==> src/rtl/skew_alu_pkg.sv <==
package skew_alu_pkg;

   typedef enum logic [2:0] {
      OP_ADD  = 3'd0,
      OP_SUB  = 3'd1,
      OP_AND  = 3'd2,
      OP_OR   = 3'd3,
      OP_XOR  = 3'd4,
      OP_NOR  = 3'd5,
      OP_SLT  = 3'd6,
      OP_NONE = 3'd7
   } alu_op_e;

   // control word travelling up the slice chain with its operation
   typedef struct packed {
      logic    valid;
      alu_op_e op;
      logic    fwd;
   } blk_ctl_t;

   function automatic logic op_inverts_b(alu_op_e o);
      return (o == OP_SUB) || (o == OP_SLT);
   endfunction

   function automatic logic op_is_arith(alu_op_e o);
      return (o == OP_ADD) || (o == OP_SUB) || (o == OP_SLT);
   endfunction

endpackage

==> src/rtl/skew_alu_blk.sv <==
module skew_alu_blk
   import skew_alu_pkg::*;
#(
   parameter int BLK_W = 4
) (
   input  alu_op_e          op,
   input  logic [BLK_W-1:0] a,
   input  logic [BLK_W-1:0] b,
   input  logic             cin,
   output logic [BLK_W-1:0] r,
   output logic             cout,
   output logic             lt
);

   logic [BLK_W-1:0] bx;
   logic [BLK_W:0]   sum;
   logic [BLK_W-1:0] low;
   logic             c_msb;

   always_comb begin
      bx    = op_inverts_b(op) ? ~b : b;
      sum   = {1'b0, a} + {1'b0, bx} + {{BLK_W{1'b0}}, cin};
      low   = {1'b0, a[BLK_W-2:0]} + {1'b0, bx[BLK_W-2:0]} + {{(BLK_W-1){1'b0}}, cin};
      c_msb = low[BLK_W-1];
      // signed less-than: sign of difference corrected by overflow
      lt    = sum[BLK_W-1] ^ c_msb ^ sum[BLK_W];
      cout  = op_is_arith(op) ? sum[BLK_W] : 1'b0;
      unique case (op)
         OP_ADD, OP_SUB: r = sum[BLK_W-1:0];
         OP_AND:         r = a & b;
         OP_OR:          r = a | b;
         OP_XOR:         r = a ^ b;
         OP_NOR:         r = ~(a | b);
         default:        r = '0;
      endcase
   end

endmodule

==> src/rtl/skew_alu_stage.sv <==
module skew_alu_stage
   import skew_alu_pkg::*;
#(
   parameter int BLK_W  = 4,
   parameter bit IS_TOP = 1'b0
) (
   input  logic             clk,
   input  logic             rst_n,
   input  blk_ctl_t         ctl_i,
   input  logic [BLK_W-1:0] a_ext,
   input  logic [BLK_W-1:0] b_ext,
   input  logic             cin,
   output blk_ctl_t         ctl_o,
   output logic [BLK_W-1:0] r_o,
   output logic             link_o
);

   blk_ctl_t         ctl_q;
   logic [BLK_W-1:0] r_q;
   logic             link_q;
   logic [BLK_W-1:0] a_use;
   logic [BLK_W-1:0] r_d;
   logic             cout_d;
   logic             lt_d;
   logic             link_d;

   // forward path: own registered nibble belongs to the previous issue
   assign a_use = ctl_i.fwd ? r_q : a_ext;

   skew_alu_blk #(.BLK_W(BLK_W)) u_blk (
      .op   (ctl_i.op),
      .a    (a_use),
      .b    (b_ext),
      .cin  (cin),
      .r    (r_d),
      .cout (cout_d),
      .lt   (lt_d)
   );

   generate
      if (IS_TOP) begin : g_top
         assign link_d = (ctl_i.op == OP_SLT) ? lt_d : 1'b0;
      end else begin : g_mid
         assign link_d = cout_d;
      end
   endgenerate

   always_ff @(posedge clk) begin
      if (!rst_n) begin
         ctl_q  <= '0;
         r_q    <= '0;
         link_q <= 1'b0;
      end else begin
         ctl_q  <= ctl_i;
         r_q    <= ctl_i.valid ? r_d : '0;
         link_q <= ctl_i.valid ? link_d : 1'b0;
      end
   end

   assign ctl_o  = ctl_q;
   assign r_o    = r_q;
   assign link_o = link_q;

   assert_slt_zero_R5: assert property (@(posedge clk) disable iff (!rst_n)
      (ctl_q.valid && ctl_q.op == OP_SLT) |-> (r_q == '0));

   assert_link_arith_R2: assert property (@(posedge clk) disable iff (!rst_n)
      link_q |-> (ctl_q.valid && op_is_arith(ctl_q.op)));

endmodule

==> src/rtl/skew_alu.sv <==
module skew_alu
   import skew_alu_pkg::*;
#(
   parameter  int BLK_W = 4,
   parameter  int N_BLK = 8,
   localparam int W     = BLK_W * N_BLK
) (
   input  logic             clk,
   input  logic             rst_n,
   input  logic             in_valid,
   input  logic [2:0]       in_op,
   input  logic             in_fwd,
   input  logic [W-1:0]     a_skew,
   input  logic [W-1:0]     b_skew,
   output logic [W-1:0]     res_skew,
   output logic [N_BLK-1:0] res_vld,
   output logic             slt_bit,
   output logic             slt_vld,
   output logic             issue_hold
);

   generate
      if (BLK_W < 2) begin : g_bad_blk
         $error("skew_alu: BLK_W must be at least 2");
      end
      if (N_BLK < 2) begin : g_bad_cnt
         $error("skew_alu: N_BLK must be at least 2");
      end
   endgenerate

   blk_ctl_t         ctl_in;
   blk_ctl_t         ctl_o [N_BLK];
   logic [N_BLK-1:0] link;
   logic             accept;

   assign issue_hold = ctl_o[0].valid && (ctl_o[0].op == OP_SLT);
   assign accept     = in_valid && !(in_fwd && issue_hold);

   always_comb begin
      ctl_in.valid = accept;
      ctl_in.op    = alu_op_e'(in_op);
      ctl_in.fwd   = accept && in_fwd;
   end

   genvar k;
   generate
      for (k = 0; k < N_BLK; k++) begin : g_stage
         blk_ctl_t ctl_k;
         logic     cin_k;
         if (k == 0) begin : g_first
            assign ctl_k = ctl_in;
            assign cin_k = accept && op_inverts_b(ctl_in.op);
         end else begin : g_next
            assign ctl_k = ctl_o[k-1];
            assign cin_k = link[k-1];
         end

         skew_alu_stage #(.BLK_W(BLK_W), .IS_TOP(k == N_BLK-1)) u_stage (
            .clk    (clk),
            .rst_n  (rst_n),
            .ctl_i  (ctl_k),
            .a_ext  (a_skew[k*BLK_W +: BLK_W]),
            .b_ext  (b_skew[k*BLK_W +: BLK_W]),
            .cin    (cin_k),
            .ctl_o  (ctl_o[k]),
            .r_o    (res_skew[k*BLK_W +: BLK_W]),
            .link_o (link[k])
         );

         assign res_vld[k] = ctl_o[k].valid;

         if (k > 0) begin : g_chk
            assert_skew_order_R1: assert property (@(posedge clk) disable iff (!rst_n)
               res_vld[k] |-> $past(res_vld[k-1]));
            assert_fwd_travel_R7: assert property (@(posedge clk) disable iff (!rst_n)
               ctl_o[k].fwd |-> ctl_o[k].valid);
         end
      end
   endgenerate

   assign slt_vld = ctl_o[N_BLK-1].valid && (ctl_o[N_BLK-1].op == OP_SLT);
   assign slt_bit = link[N_BLK-1];

   assert_no_fwd_after_slt_R8: assert property (@(posedge clk) disable iff (!rst_n)
      (ctl_o[0].valid && ctl_o[0].fwd) |-> !$past(issue_hold));

   assert_slt_at_top_R5: assert property (@(posedge clk) disable iff (!rst_n)
      slt_bit |-> slt_vld);

endmodule

==> config.mk <==
export PLATFORM = sky130hd
export DESIGN_NAME = skew_alu
export DESIGN_NICKNAME = d
export VERILOG_FILES = /design/src/rtl/skew_alu_pkg.sv /design/src/rtl/skew_alu_blk.sv /design/src/rtl/skew_alu_stage.sv /design/src/rtl/skew_alu.sv
export SDC_FILE = /design/constraint.sdc
export NUM_CORES = 1
export LEC_CHECK = 0
export ABC_AREA = 1
export BUFFER_PORTS_ARGS = -buffer_cell sky130_fd_sc_hd__buf_2
export CAP_MARGIN = 20
export CORE_UTILIZATION = 50
export DETAILED_ROUTE_END_ITERATION = 8
export MAX_ROUTING_LAYER = met4
export PLACE_DENSITY = 0.75
export SLEW_MARGIN = 25
export SYNTH_ARGS = -nofsm -noshare
export SYNTH_HDL_FRONTEND = slang
export SYNTH_SLANG_ARGS = --single-unit
==> constraint.sdc <==
create_clock -name clk -period 2.4 [get_ports clk]
set_clock_uncertainty 0.05 [all_clocks]
set_input_delay 0.48 -clock clk [delete_from_list [all_inputs] [get_ports clk]]
set_output_delay 0.48 -clock clk [all_outputs]
set_load 0.05 [all_outputs]
# After elaboration in Yosys (flattened, before gate mapping)
# Index checks and enable logic that the tools add are counted.
# classes
shifts,0
n_eq_ne,49
add_sub_neg,18
n_div,0
reduce_logical,61
n_mux,24
bitwise_logic,42
magnitude_cmp,0
mul,0
# ops
op,n
one-hot mux 4 bit (5 select lines),8
equality test 3 bit (second input constant),25
two-way mux 4 bit,16
inverter 4 bit,16
equality test 3 x 2 -> 1 bit (second input constant),16
adder 4 x 4 -> 5 bit,8
adder 5 x 1 -> 5 bit,8
AND 4 bit,8
OR 4 bit,8
XOR 4 bit,8
equality test 3 x 1 -> 1 bit (second input constant),8
zero test 3 bit,8
AND reduction 3 bit,8
logical OR 1 bit,22
AND reduction 2 bit,8
OR reduction 2 bit,8
logical AND 1 bit,6
adder 3 x 3 -> 4 bit,1
adder 4 x 1 -> 4 bit,1
XOR 1 bit,2
zero test 1 bit,1
# word_totals
memories,0
input_bits,71
mem_bits_ro,0
ram_bits,0
register_bits,79
latch_bits,0
wordCells,233

# Longest topological paths before layout
# depth
word_depth,10
ltp_mapped,16

# Modules after synthesis
# Synthesis repeated with hierarchy kept, for this count alone.
# hier_totals
cells_unflattened,1133
hier_area_um2,7385.8
# modules_own_cells
module,n_inst,cells_per_inst,area_per_inst_um2
skew_alu_stage at g_stage[0].u_stage ...,7,43,326.6
skew_alu_blk at g_stage[0].u_stage.u_blk ...,2,99,593.1
skew_alu_blk at g_stage[5].u_stage.u_blk ...,2,97,581.8
skew_alu_blk at g_stage[3].u_stage.u_blk,1,99,595.6
skew_alu_blk at g_stage[7].u_stage.u_blk,1,96,581.8
skew_alu_blk at g_stage[2].u_stage.u_blk,1,90,570.5
skew_alu_blk at g_stage[4].u_stage.u_blk,1,88,560.5
skew_alu_stage at g_stage[7].u_stage,1,47,352.8
skew_alu,1,20,88.8

# Worst setup path after synthesis
# OpenSTA, ideal clock, no wires.
# synth_timing
path_kind,in2reg
start,input in_op[0]
end,register g_stage[0].u_stage.r_q[2]
n_path_buf,1
setup_ns,0.120
stages,11
t_arrival_ns,2.344
required_ns,2.230
slack_ns,-0.115
cell_sequence,buf_2 -> inv_1 -> nand3_1 -> o21ai_4 -> xor2_1 -> fa_1 -> fa_1 -> xnor2_1 -> o21ai_0 -> nor2_1 -> nor2_1
# synth_via
elab_chain_cells,6
word_cells_on_any_way,14
# synth_rtl
item,line_no,rtl
start: declaration,skew_alu.sv:11,"input logic [2:0] in_op,"
equality test 3 x 1 -> 1 bit / equality test 3 bit (equally long branches),"skew_alu_pkg.sv:22, skew_alu_blk.sv:28",
logical OR 1 bit,skew_alu_pkg.sv:22,return (o == OP_SUB) || (o == OP_SLT);
two-way mux 4 bit,skew_alu_blk.sv:21,bx = op_inverts_b(op) ? ~b : b;
adder 4 x 4 -> 5 bit,skew_alu_blk.sv:22,"sum = {1'b0, a} + {1'b0, bx} + {{BLK_W{1'b0}}, cin};"
adder 5 x 1 -> 5 bit,skew_alu_blk.sv:22,
one-hot mux 4 bit (5 select lines) *,skew_alu_blk.sv:28,unique case (op)
end signal: assignment,skew_alu_stage.sv:55,r_q <= ctl_i.valid ? r_d : '0;
end: declaration,skew_alu_stage.sv:19,logic [BLK_W-1:0] r_q;
# Mark *: on every way between the ends. The rest lies on a longest branch, timed or not.
# A chain may end at the register's enable or synchronous reset.

# Worst setup path after layout
# layout_timing
start,register g_stage[0].u_stage.ctl_q (netlist bit g_stage[0].u_stage.ctl_o[2])
end,register g_stage[1].u_stage.r_q[2]
# layout_via
elab_chain_cells,6
word_cells_on_any_way,13
# layout_rtl
item,line_no,rtl
start: declaration,skew_alu_stage.sv:18,blk_ctl_t ctl_q;
start signal: assignment,skew_alu_stage.sv:54,ctl_q <= ctl_i;
equality test 3 x 1 -> 1 bit / equality test 3 bit (equally long branches),"skew_alu_pkg.sv:22, skew_alu_blk.sv:28",
logical OR 1 bit,skew_alu_pkg.sv:22,
two-way mux 4 bit,skew_alu_blk.sv:21,
adder 4 x 4 -> 5 bit,skew_alu_blk.sv:22,
adder 5 x 1 -> 5 bit,skew_alu_blk.sv:22,
one-hot mux 4 bit (5 select lines) *,skew_alu_blk.sv:28,
end signal: assignment,skew_alu_stage.sv:55,
end: declaration,skew_alu_stage.sv:19,
# Marked as above.

==> flow_summary_export.csv <==
group,metric,value,unit
synthesis,synth_xor_area_share,4.17,%
worst_setup_path,r2r_slack,100,ps
grt,grt_pass1_vias,6217,
synthesis,avgSynthCellArea,6.63,sq um
clock_tree,insertion_delay,340,ps
sta,drv_slew,0,
clock_tree,cts_tree,"yes",
power_and_ir_drop,p_per_area,441,nW/um^2
worst_setup_path,timing.rr.end,"g_stage[1].u_stage.r_o[2]$_SDFF_PN0_",
drt,first_iter_violations,311,
drt,vias_per_cell,4.78,
worst_setup_path,end_kind,"register",
sta,min_period,2300,ps
drt,finalWirelength,15700,microns
placement,io_buffers,113,
floorplan,fp.dieH,120,microns
drt,drt_pre_antenna_iters,4,
clock_tree,htreeDepth,3,
worst_setup_path,critPathMaxFanout,4,
worst_setup_path,cp.arrival,2480,ps
grt,grt_max_degree,32,
floorplan,design.die.area,14300,sq um
synthesis,synth_area,6930,sq um
grt,grt_first_pass_wirelength,26500,microns
clock_tree,cts_root_buffer,"clkbuf_16",
synthesis,ys_types,29,
floorplan,initial_core_util,51.7,%
synthesis,syn_nets,1220,
outcome,status,"completed",
worst_setup_path,worstSetupPathType,"reg2reg",
synthesis,synth_top_family_by_area,"simple AND/OR/NAND/NOR gates",
min_path,hold_class,"reg2reg",
drt,avgRoutedWirePerCell,11.4,microns
clock_tree,cts_sinks,79,
floorplan,coreArea,13400,sq um
power_and_ir_drop,leakage,4.76,nW
clock_tree,clkTransAtPathRegs,60,ps
worst_setup_path,start_kind,"register",
placement,place_area,8000,sq um
synthesis,seq_area_frac_synth,22.8,%
placement,dp_hpwl,12900,microns
synthesis,netlist_top_cells_area,"dfxtp_1 23%, ha_1 16%, nand2_1 12%, inv_1 12%, nand3_1 7.5%",
floorplan,rows,42,
worst_setup_path,worstRegToRegCells,12,
sta,max-slew-margin-rel,61.6,%
finish,drive_above_1_share,20.8,%
finish,fin_area,8410,sq um
sta,fmax,0.434,GHz
finish,syn2layout_area_growth,21.3,%
synthesis,synthSimpleGateAreaFrac,30.2,%
drt,detail-route-antenna-nets,0,
grt,grt_antenna_before_repair,0,
synthesis,synth_compound_gate_area_share,7.06,%
synthesis,yosys_warnings,0,
floorplan,die_w,120,microns
synthesis,ys_ff_latch,79,
finish,num-fill-cells,1265,
grt,grt_overflow,0,
placement,gp_congestion,0.894,
worst_setup_path,required,2570,ps
synthesis,synth_top_area_cell,"dfxtp_1",
sta,finalHoldViolCount,0,
worst_setup_path,rr_startpoint,"g_stage[0].u_stage.ctl_o[2]$_SDFF_PN0_",
synthesis,netlist_instances,1045,
floorplan,pin_count,114,
sta,finalSetupViolCount,0,
sta,finalCritPeriodShare,96.0,%
run,cap_viol_max_count,0,
finish,n_antenna_cell,0,
min_path,worstHoldPathCells,2,
finish,nets,1374,
drt,vias,6594,
min_path,hold_end,"g_stage[4].u_stage.ctl_o[2]$_SDFF_PN0_",
clock_tree,cts_buffers,9,
power_and_ir_drop,ir_worst_vdd,0.347,mV
grt,grtUsageTotal,23.4,%
clock_tree,clockBufferDepth,2,
drt,drcViolationCount,0,
min_path,hp-start,"g_stage[3].u_stage.ctl_o[2]$_SDFF_PN0_",
sta,worst_pin_slew,577,ps
synthesis,synth_mux_area_share,0,%
finish,final_util,62.7,%
synthesis,synthAdderAreaFrac,20.5,%
synthesis,yosysTopAreaCellShare,22.8,%
-- per-stage QoR --
stage          hold WS [ps]  total power [mW]  TNS [ps]  setup slack [ps]  cells
2_1_floorplan           406              2.08     -38.7             -22.4   1045
3_3_place_gp            441              2.34      -160             -88.2   1361
3_5_place_dp            442              2.36      -366              -101   1361
4_1_cts                 448              3.71         0              5.79   1377
5_1_grt                 452              3.95     -3.80             -3.80   1380
6_report                433              3.71         0              95.3   1380
-- how the worst max path moves through the flow --
stage / end / startpoint / depth (start not counted)
2_1_floorplan: g_stage[1].u_stage.r_o[2]$_SDFF_PN0_ / g_stage[0].u_stage.ctl_o[1]$_SDFF_PN0_ / 14
3_3_place_gp: g_stage[2].u_stage.r_o[2]$_SDFF_PN0_ / a_skew[8] / 10
3_5_place_dp: g_stage[1].u_stage.r_o[2]$_SDFF_PN0_ / a_skew[4] / 10
4_1_cts: g_stage[1].u_stage.r_o[2]$_SDFF_PN0_ / g_stage[0].u_stage.ctl_o[1]$_SDFF_PN0_ / 13
5_1_grt: g_stage[1].u_stage.r_o[2]$_SDFF_PN0_ / g_stage[0].u_stage.ctl_o[2]$_SDFF_PN0_ / 12
6_report: g_stage[1].u_stage.r_o[2]$_SDFF_PN0_ / g_stage[0].u_stage.ctl_o[2]$_SDFF_PN0_ / 12
-- sequential cells by signal, summed over array words and instances (netlist names) --
name / flops
g_stage.u_stage.r_o: 32
g_stage.u_stage.ctl_o: 39
g_stage.u_stage.link_o: 8
-- Yosys cell counts --
master,number
o21ai_4,1
o21ai_0,50
buf_2,16
xor2_1,32
fa_1,16
nand3_1,104
buf_1,3
xnor2_1,1
nand2_1,225
ha_1,88
a21oi_1,25
nand4_1,29
or2_2,2
dfxtp_1,79
nand2_2,3
nor3b_1,1
buf_6,2
nor2_4,3
clkbuf_1,6
nor3_2,4
inv_1,224
nor3_1,5
nand3_4,1
buf_4,9
nor2_2,4
inv_2,2
a211oi_1,6
o21ai_2,6
nor2_1,98
-- routing by layer --
layer | track usage [%] | up-vias | routed length (microns)
met5 | - | - | 0
met4 | 6.72 | 0 | 200
met1 | 24.5 | 2919 | 6720
li1 | - | 3531 | -
met3 | 4.09 | 18 | 624
met2 | 44.3 | 126 | 8190
-- cell type report --
| cell class | count | area, sq um | area share, % |
|---|---|---|---|
| Clock inverter | 5 | 41.3 | 0.491 |
| Inverter | 226 | 851 | 10.1 |
| Sequential cell | 79 | 1600 | 19.0 |
| Timing Repair Buffer | 179 | 1060 | 12.6 |
| Tap cell | 176 | 220 | 2.62 |
| Multi-Input combinational cell | 704 | 4380 | 52.1 |
| Clock buffer | 11 | 253 | 3.01 |
-- worst max-delay path: stages, from the launching register on --
cell and delay, ps:
dfxtp_4 380, nand2_4 60, nor2_4 140, inv_2 70, o21ai_4 80, xor2_2 100
fa_2 390, fa_2 380, or2_4 260, nand3_2 60, nand3_1 70, nor2_1 100
nor2_1 50
-- timing repair --
item / in CTS / in global routing
buffers inserted: 0 / 3
cloned: 0 / 0
endpoints found under the setup margin: 1 / 15
hold buffers: 0 / 0
resized for setup: 2 / 33
pin swaps: 0 / 11
-- where the power goes --
part           leakage [nW]  switching [mW]  internal (mW)
logic                  3.98           0.586          0.416
registers             0.645          0.0210           1.34
clock network         0.138           0.584          0.765
-- layout by cell type, fill, tap and decap left out, drive strengths merged --
master and instances:
a211oi 6, a21oi 25, buf 179, clkbuf 11, clkinv 2, clkinvlp 2, dfxtp 79, fa 16
ha 88, inv 227, nand2 228, nand3 105, nand4 29, nor2 105, nor3 9, nor3b 1
o21ai 57, or2 2, xnor2 1, xor2 32
-- logic make-up (layout without fill, tap and decap cells) --
kind of cell,Yosys count,in the layout
simple gates,479,479
xor+xnor,33,33
fa+ha+maj,104,104
flops,79,79
buf+inv,262,421
compound gates,88,88
Note: power is estimated with default switching activity, not from simulation.
